## src/rtl/potmem_pkg.sv

```systemverilog
`timescale 1ns/1ps
package potmem_pkg;
    localparam int BYTE_W = 8;

    typedef enum logic [3:0] {
        ST_IDLE,
        ST_DEV,
        ST_PTR,
        ST_WDAT,
        ST_ACK,
        ST_RDAT,
        ST_RACK
    } st_e;

    typedef struct packed {
        st_e               st;
        st_e               nxt;
        logic [BYTE_W-1:0] shreg;
        logic [3:0]        cnt;
        logic [BYTE_W-1:0] ptr;
        logic              oe;
        logic              rd_more;
    } ctl_s;
endpackage

```

## src/rtl/potmem_sync.sv

```systemverilog
`timescale 1ns/1ps
module potmem_sync #(
    parameter int STAGES = 2
) (
    input  logic clk,
    input  logic rst_n,
    input  logic scl_i,
    input  logic sda_i,
    output logic sda_o,
    output logic scl_rise_o,
    output logic scl_fall_o,
    output logic start_o,
    output logic stop_o
);
    logic [STAGES-1:0] scl_sh_q, sda_sh_q;
    logic              scl_prev_q, sda_prev_q;
    logic              scl_s;

    always_ff @(posedge clk or negedge rst_n) begin
        if (!rst_n) begin
            scl_sh_q   <= '1;
            sda_sh_q   <= '1;
            scl_prev_q <= 1'b1;
            sda_prev_q <= 1'b1;
        end else begin
            scl_sh_q   <= {scl_sh_q[STAGES-2:0], scl_i};
            sda_sh_q   <= {sda_sh_q[STAGES-2:0], sda_i};
            scl_prev_q <= scl_sh_q[STAGES-1];
            sda_prev_q <= sda_sh_q[STAGES-1];
        end
    end

    assign scl_s      = scl_sh_q[STAGES-1];
    assign sda_o      = sda_sh_q[STAGES-1];
    assign scl_rise_o = scl_s & ~scl_prev_q;
    assign scl_fall_o = ~scl_s & scl_prev_q;
    // bus conditions: SDA moves while SCL stays high
    assign start_o    = scl_s & scl_prev_q & sda_prev_q & ~sda_o;
    assign stop_o     = scl_s & scl_prev_q & ~sda_prev_q & sda_o;
endmodule

```

## src/rtl/potmem_array.sv

```systemverilog
`timescale 1ns/1ps
module potmem_array
    import potmem_pkg::*;
#(
    parameter logic [BYTE_W-1:0] POT0_ADDR  = 8'hF9,
    parameter logic [BYTE_W-1:0] POT1_ADDR  = 8'hF8,
    parameter int                POT0_STEPS = 100
) (
    input  logic                          clk,
    input  logic                          rst_n,
    input  logic                          we_i,
    input  logic [BYTE_W-1:0]             waddr_i,
    input  logic [BYTE_W-1:0]             wdata_i,
    input  logic [BYTE_W-1:0]             raddr_i,
    output logic [BYTE_W-1:0]             rdata_o,
    output logic [$clog2(POT0_STEPS)-1:0] wiper0_o,
    output logic [BYTE_W-1:0]             wiper1_o
);
    localparam int DEPTH  = 2 ** BYTE_W;
    localparam int POT0_W = $clog2(POT0_STEPS);

    logic [BYTE_W-1:0] mem_q [DEPTH];

    always_ff @(posedge clk or negedge rst_n) begin
        if (!rst_n) begin
            for (int i = 0; i < DEPTH; i++) mem_q[i] <= '0;
        end else if (we_i) begin
            mem_q[waddr_i] <= wdata_i;
        end
    end

    assign rdata_o  = mem_q[raddr_i];
    assign wiper1_o = mem_q[POT1_ADDR];

    generate
        if (POT0_STEPS >= DEPTH) begin : g_full
            assign wiper0_o = mem_q[POT0_ADDR][POT0_W-1:0];
        end else begin : g_clamp
            localparam logic [BYTE_W-1:0] POT0_MAX = BYTE_W'(POT0_STEPS - 1);
            logic [BYTE_W-1:0] raw0;
            assign raw0 = mem_q[POT0_ADDR];
            always_comb begin
                if (raw0 > POT0_MAX) wiper0_o = POT0_MAX[POT0_W-1:0];
                else                 wiper0_o = raw0[POT0_W-1:0];
            end
        end
    endgenerate
endmodule

```

## src/rtl/potmem_top.sv

```systemverilog
`timescale 1ns/1ps
module potmem_top
    import potmem_pkg::*;
#(
    parameter int                        STRAP_W     = 3,
    parameter logic [BYTE_W-2-STRAP_W:0] DEV_ID      = 4'b1010,
    parameter logic [BYTE_W-1:0]         POT0_ADDR   = 8'hF9,
    parameter logic [BYTE_W-1:0]         POT1_ADDR   = 8'hF8,
    parameter int                        POT0_STEPS  = 100,
    parameter int                        SYNC_STAGES = 2
) (
    input  logic                          clk,
    input  logic                          rst_n,
    input  logic                          scl_i,
    input  logic                          sda_i,
    input  logic [STRAP_W-1:0]            strap_i,
    input  logic                          wp_i,
    output logic                          sda_oe_o,
    output logic [$clog2(POT0_STEPS)-1:0] wiper0_o,
    output logic [BYTE_W-1:0]             wiper1_o
);
    localparam logic [3:0] BITS = 4'(BYTE_W);

    logic              sda_s, rise_w, fall_w, start_w, stop_w;
    logic              we;
    logic [BYTE_W-1:0] rdata;
    ctl_s              d, q;

    potmem_sync #(.STAGES(SYNC_STAGES)) u_sync (
        .clk(clk), .rst_n(rst_n), .scl_i(scl_i), .sda_i(sda_i),
        .sda_o(sda_s), .scl_rise_o(rise_w), .scl_fall_o(fall_w),
        .start_o(start_w), .stop_o(stop_w)
    );

    potmem_array #(
        .POT0_ADDR(POT0_ADDR), .POT1_ADDR(POT1_ADDR), .POT0_STEPS(POT0_STEPS)
    ) u_array (
        .clk(clk), .rst_n(rst_n), .we_i(we), .waddr_i(q.ptr),
        .wdata_i(q.shreg), .raddr_i(q.ptr), .rdata_o(rdata),
        .wiper0_o(wiper0_o), .wiper1_o(wiper1_o)
    );

    always_comb begin
        d  = q;
        we = 1'b0;
        if (start_w) begin
            d.st  = ST_DEV;
            d.cnt = '0;
            d.oe  = 1'b0;
        end else if (stop_w) begin
            d.st  = ST_IDLE;
            d.cnt = '0;
            d.oe  = 1'b0;
        end else begin
            unique case (q.st)
                ST_DEV, ST_PTR, ST_WDAT: begin
                    if (rise_w && q.cnt < BITS) begin
                        d.shreg = {q.shreg[BYTE_W-2:0], sda_s};
                        d.cnt   = q.cnt + 4'd1;
                    end else if (fall_w && q.cnt == BITS) begin
                        d.cnt = '0;
                        d.oe  = 1'b1;
                        d.st  = ST_ACK;
                        if (q.st == ST_DEV) begin
                            d.nxt = q.shreg[0] ? ST_RDAT : ST_PTR;
                            if (q.shreg[BYTE_W-1:1] != {DEV_ID, strap_i}) begin
                                d.oe = 1'b0;
                                d.st = ST_IDLE;
                            end
                        end else if (q.st == ST_PTR) begin
                            d.ptr = q.shreg;
                            d.nxt = ST_WDAT;
                        end else begin
                            we    = ~wp_i;
                            d.ptr = q.ptr + 1'b1;
                            d.nxt = ST_WDAT;
                        end
                    end
                end
                ST_ACK: begin
                    if (fall_w) begin
                        d.st  = q.nxt;
                        d.cnt = '0;
                        if (q.nxt == ST_RDAT) begin
                            d.shreg = rdata;
                            d.oe    = ~rdata[BYTE_W-1];
                        end else begin
                            d.oe = 1'b0;
                        end
                    end
                end
                ST_RDAT: begin
                    if (rise_w) begin
                        d.cnt = q.cnt + 4'd1;
                    end else if (fall_w) begin
                        if (q.cnt == BITS) begin
                            d.oe  = 1'b0;
                            d.ptr = q.ptr + 1'b1;
                            d.st  = ST_RACK;
                            d.cnt = '0;
                        end else begin
                            d.shreg = {q.shreg[BYTE_W-2:0], 1'b0};
                            d.oe    = ~q.shreg[BYTE_W-2];
                        end
                    end
                end
                ST_RACK: begin
                    if (rise_w) begin
                        d.rd_more = ~sda_s;
                    end else if (fall_w) begin
                        if (q.rd_more) begin
                            d.shreg = rdata;
                            d.oe    = ~rdata[BYTE_W-1];
                            d.st    = ST_RDAT;
                        end else begin
                            d.st = ST_IDLE;
                        end
                    end
                end
                default: ;
            endcase
        end
    end

    always_ff @(posedge clk or negedge rst_n) begin
        if (!rst_n) begin
            q <= '{st: ST_IDLE, nxt: ST_IDLE, shreg: '0, cnt: '0,
                   ptr: '0, oe: 1'b0, rd_more: 1'b0};
        end else begin
            q <= d;
        end
    end

    assign sda_oe_o = q.oe;
endmodule

```

## config.mk

```make
export PLATFORM = sky130hd
export DESIGN_NAME = potmem_top
export DESIGN_NICKNAME = d
export VERILOG_FILES = /design/src/rtl/potmem_pkg.sv /design/src/rtl/potmem_sync.sv /design/src/rtl/potmem_array.sv /design/src/rtl/potmem_top.sv
export SDC_FILE = /design/constraint.sdc
export NUM_CORES = 2
export LEC_CHECK = 0
export BUFFER_PORTS_ARGS = -buffer_cell sky130_fd_sc_hd__buf_2
export CAP_MARGIN = 20
export CORE_MARGIN = 2
export CORE_UTILIZATION = 55
export CTS_BUF_LIST = sky130_fd_sc_hd__clkbuf_8
export DETAILED_ROUTE_END_ITERATION = 8
export PLACE_DENSITY = 0.81
export SYNTH_ARGS = -nofsm -noshare
export SYNTH_HDL_FRONTEND = slang
export SYNTH_HIERARCHICAL = 1
export SYNTH_SLANG_ARGS = --single-unit
```

## constraint.sdc

```tcl
create_clock -name clk -period 4.4 [get_ports clk]
set_input_delay 0.66 -clock clk [delete_from_list [all_inputs] [get_ports clk]]
set_output_delay 0.66 -clock clk [all_outputs]
set_load 0.03 [all_outputs]
```

==> impl_metrics.ini <==
[global_routing]
grt_start_max_net_pins = 155
grt_pass1_vias = 61702
grt_use_total_pct = 27.84
gr-total-overflow = 0
grt_pass1_wl_um = 382300
grt_antenna_before_repair = 5

[floorplanning]
dieWidth_um = 422.1
rows = 153
die_h_um = 422.1
io_pins = 24
dieArea_mm2 = 0.1782
coreArea_mm2 = 0.1738
start_util_pct = 55.32

[timing]
fin_skew_ns = 0.08995
rsz0062_at_grt = no
setup_viol = 0
slew_headroom_pct = 11.28
whs_ns = 0.2191
tightestPinTransition_ns = 1.297
fmax_mhz = 236.2
slew_viol_final = 0
period_needed_ns = 4.234
final_hold_viol_count = 0
fin_crit_sh_pct = 96.24
setup-tns-final_ns = 0

[cts]
postCtsSetupRepairBufs = 0
cts_buffers = 343
root_buffer = clkbuf_8
ctsLongestPathBuffers = 4
cts_tree = yes
clock_latency_ns = 1.09
clk_pin_slew_worst_paths_ns = 0.07
cts_htree_levels = 5
numClockSinks = 2082

[synth]
synth_edf_count = 0
synth_fa_ha_area_share_pct = 0.03904
synth-xor-area-share_pct = 0.02733
syn_nets = 6379
yosys.area_share.simple_pct = 3.303
synth_top_family_by_area = multiplexers
synth-main-ff-cell = dfrtp_1
synth_area_mm2 = 0.09615
synth-seq-cells = 2082
async_flop_share_pct = 100.0
ys_types = 85
synthCells = 6368
yosysWarnings = 6
synth_mux_area_share_pct = 36.11
synth_compound_area_share_pct = 3.486
seq_area_frac_synth_pct = 54.19
postSynthAreaPerCell_um2 = 15.10

[detailed_routing]
met1_length_um = 98960
dr.pass1.iters = 6
wl_met3_um = 21790
routed_via_density = 6.440
wire_per_inst_um = 27.10
num_vias = 58743
ant_nets = 0
post-route-drc-count = 0
drtIter0Drc = 5812
top_layer = met5
wl_met2_um = 116100
wl_um = 247200

[worst_setup_path]
endpoint_kind = flip-flop
r2r-end = u_array/mem_q[1330]
ff2ff_setup_slack_ns = 0.17
cp-startpoint = u_sync/scl_prev_q
crit_type = reg2reg
cp.arrival_ns = 5.15
critPathMaxFanout = 8
start_kind = flip-flop
critPathRequiredTime_ns = 5.32
r2r_cells = 12
r2r-start = u_sync/scl_prev_q

[flow_run]
cap_violations = 0

[finish]
fin_nets = 6558
fillers = 12555
drive_above_1_share_pct = 49.64
multi_input_area_mm2 = 0.04138
seq_area_mm2 = 0.05216
syn_to_final_growth_pct = 10.49
fin_cells = 9122

[placed_design]
gp_congestion = 0.9350
io_buffers = 23
dpl.hpwl_um = 156500
dp_cells = 8522

[run_status]
status = finished, final reports clean

[power_and_ir_drop]
peakVddDrop_v = 0.0004234
p_leak_nw = 50.29
p_per_area_mw_per_mm2 = 375.3

[min_path]
worstHoldPathType = in2async
==> metal layers <==
metal / global-route usage, % / vias up
met5: 0 / -
met4: 11.29 / 6
met3: 7.196 / 595
met2: 43.21 / 2502
met1: 37.68 / 31407
li1: - / 24233
==> repair_timing <==
| item | in CTS | in global routing |
|---|---|---|
| endpoints found under the hold margin | 77 | 0 |
| hold buffers | 3 | 0 |
| resized for setup | 0 | 1 |
| endpoints found under the setup margin | 0 | 110 |
==> state kept, by name, summed over array words and instances, names as in the netlist <==
name                  cells
u_array/mem_q          2032
q                        27
u_array/g_clamp.raw0      8
u_array/wiper1_o          8
u_sync/scl_sh_q           2
u_sync/sda_sh_q           2
sda_oe_o                  1
u_sync/scl_prev_q         1
u_sync/sda_prev_q         1
==> where the power goes <==
group | internal (W) | switching [W] | total (W)
clock network | 0.00919 | 0.00771 | 0.0169
registers | 0.0192 | 0.000475 | 0.0197
logic | 0.000488 | 0.00279 | 0.00327
total | 0.0289 | 0.0110 | 0.0399
==> cell usage in the layout, fill, tap and decap left out, drive strengths merged, types with 55 or more instances in the layout <==
master	instances
dfrtp	2076
mux2	2062
clkbuf	438
mux4	421
buf	310
nor2	230
nand2	201
mux2i	181
inv	117
a22oi	112
a21oi	105
o221ai	56
nor3	55
==> per-stage QoR <==
stage	total power [W]	instance area, um2	util [%]	worst slack [ns]
after floorplan	0.02152	96150	-	1.082
after CTS	0.04004	106200	61.08	0.1922
after detailed placement	0.02319	99310	57.13	0.2917
after global routing	0.04133	106200	61.12	0.03166
final	0.03987	106200	61.12	0.1655
after global placement	0.02307	99300	57.13	0.2744
==> layout make-up <==
cell class	count	share of cell area, %
flip-flops and latches	2082	49.09
repair buffers	313	2.730
clock inverters	155	0.7573
diodes	2	0.004711
multi-input cells	3793	38.95
well taps	2325	2.738
inverters	14	0.04946
clock buffers	438	5.674
==> kinds of logic after synthesis <==
group	Yosys count
adder cells (fa/ha/maj)	3
flip-flops	2082
buffers and inverters	493
AND/OR/NAND/NOR	649
XOR/XNOR	3
AO/OA/AOI/OAI	474
multiplexers	2664
==> worst max-delay path, cell delays in order (launching register included) <==
cell      delay [ns]
dfstp_2         0.55
nor2b_1         0.39
nand4b_1        0.24
nor2_1          0.30
nand2_1         0.14
nor3_1          0.23
buf_4           0.18
inv_1           0.16
nor2_1          0.27
nand2_1         0.43
buf_4           0.37
nor2_2          0.38
mux2_2          0.39
==> worst max-delay path by stage <==
stage | slack, ns | cells after the start | to
3_3_place_gp | 0.27 | 10 | sda_oe_o
2_1_floorplan | 1.08 | 11 | u_array/mem_q[816]
6_report | 0.17 | 12 | u_array/mem_q[1330]
4_1_cts | 0.19 | 11 | u_array/mem_q[1931]
5_1_grt | 0.03 | 12 | u_array/mem_q[560]
3_5_place_dp | 0.29 | 11 | u_array/mem_q[1999]
==> Yosys cell counts (55+ instances only) <==
library cell	instances	area share [%]
nor2_1	146	0.57
nor2_2	84	0.55
mux2_2	2062	24
o221ai_1	55	0.50
buf_2	59	0.31
a22oi_1	112	0.87
dfrtp_1	2076	54
clkbuf_1	315	1.2
a21oi_1	105	0.55
mux4_2	367	8.6
mux2i_1	181	1.9
nand2_1	201	0.78
No activity file was read; power rests on OpenSTA's default activity.
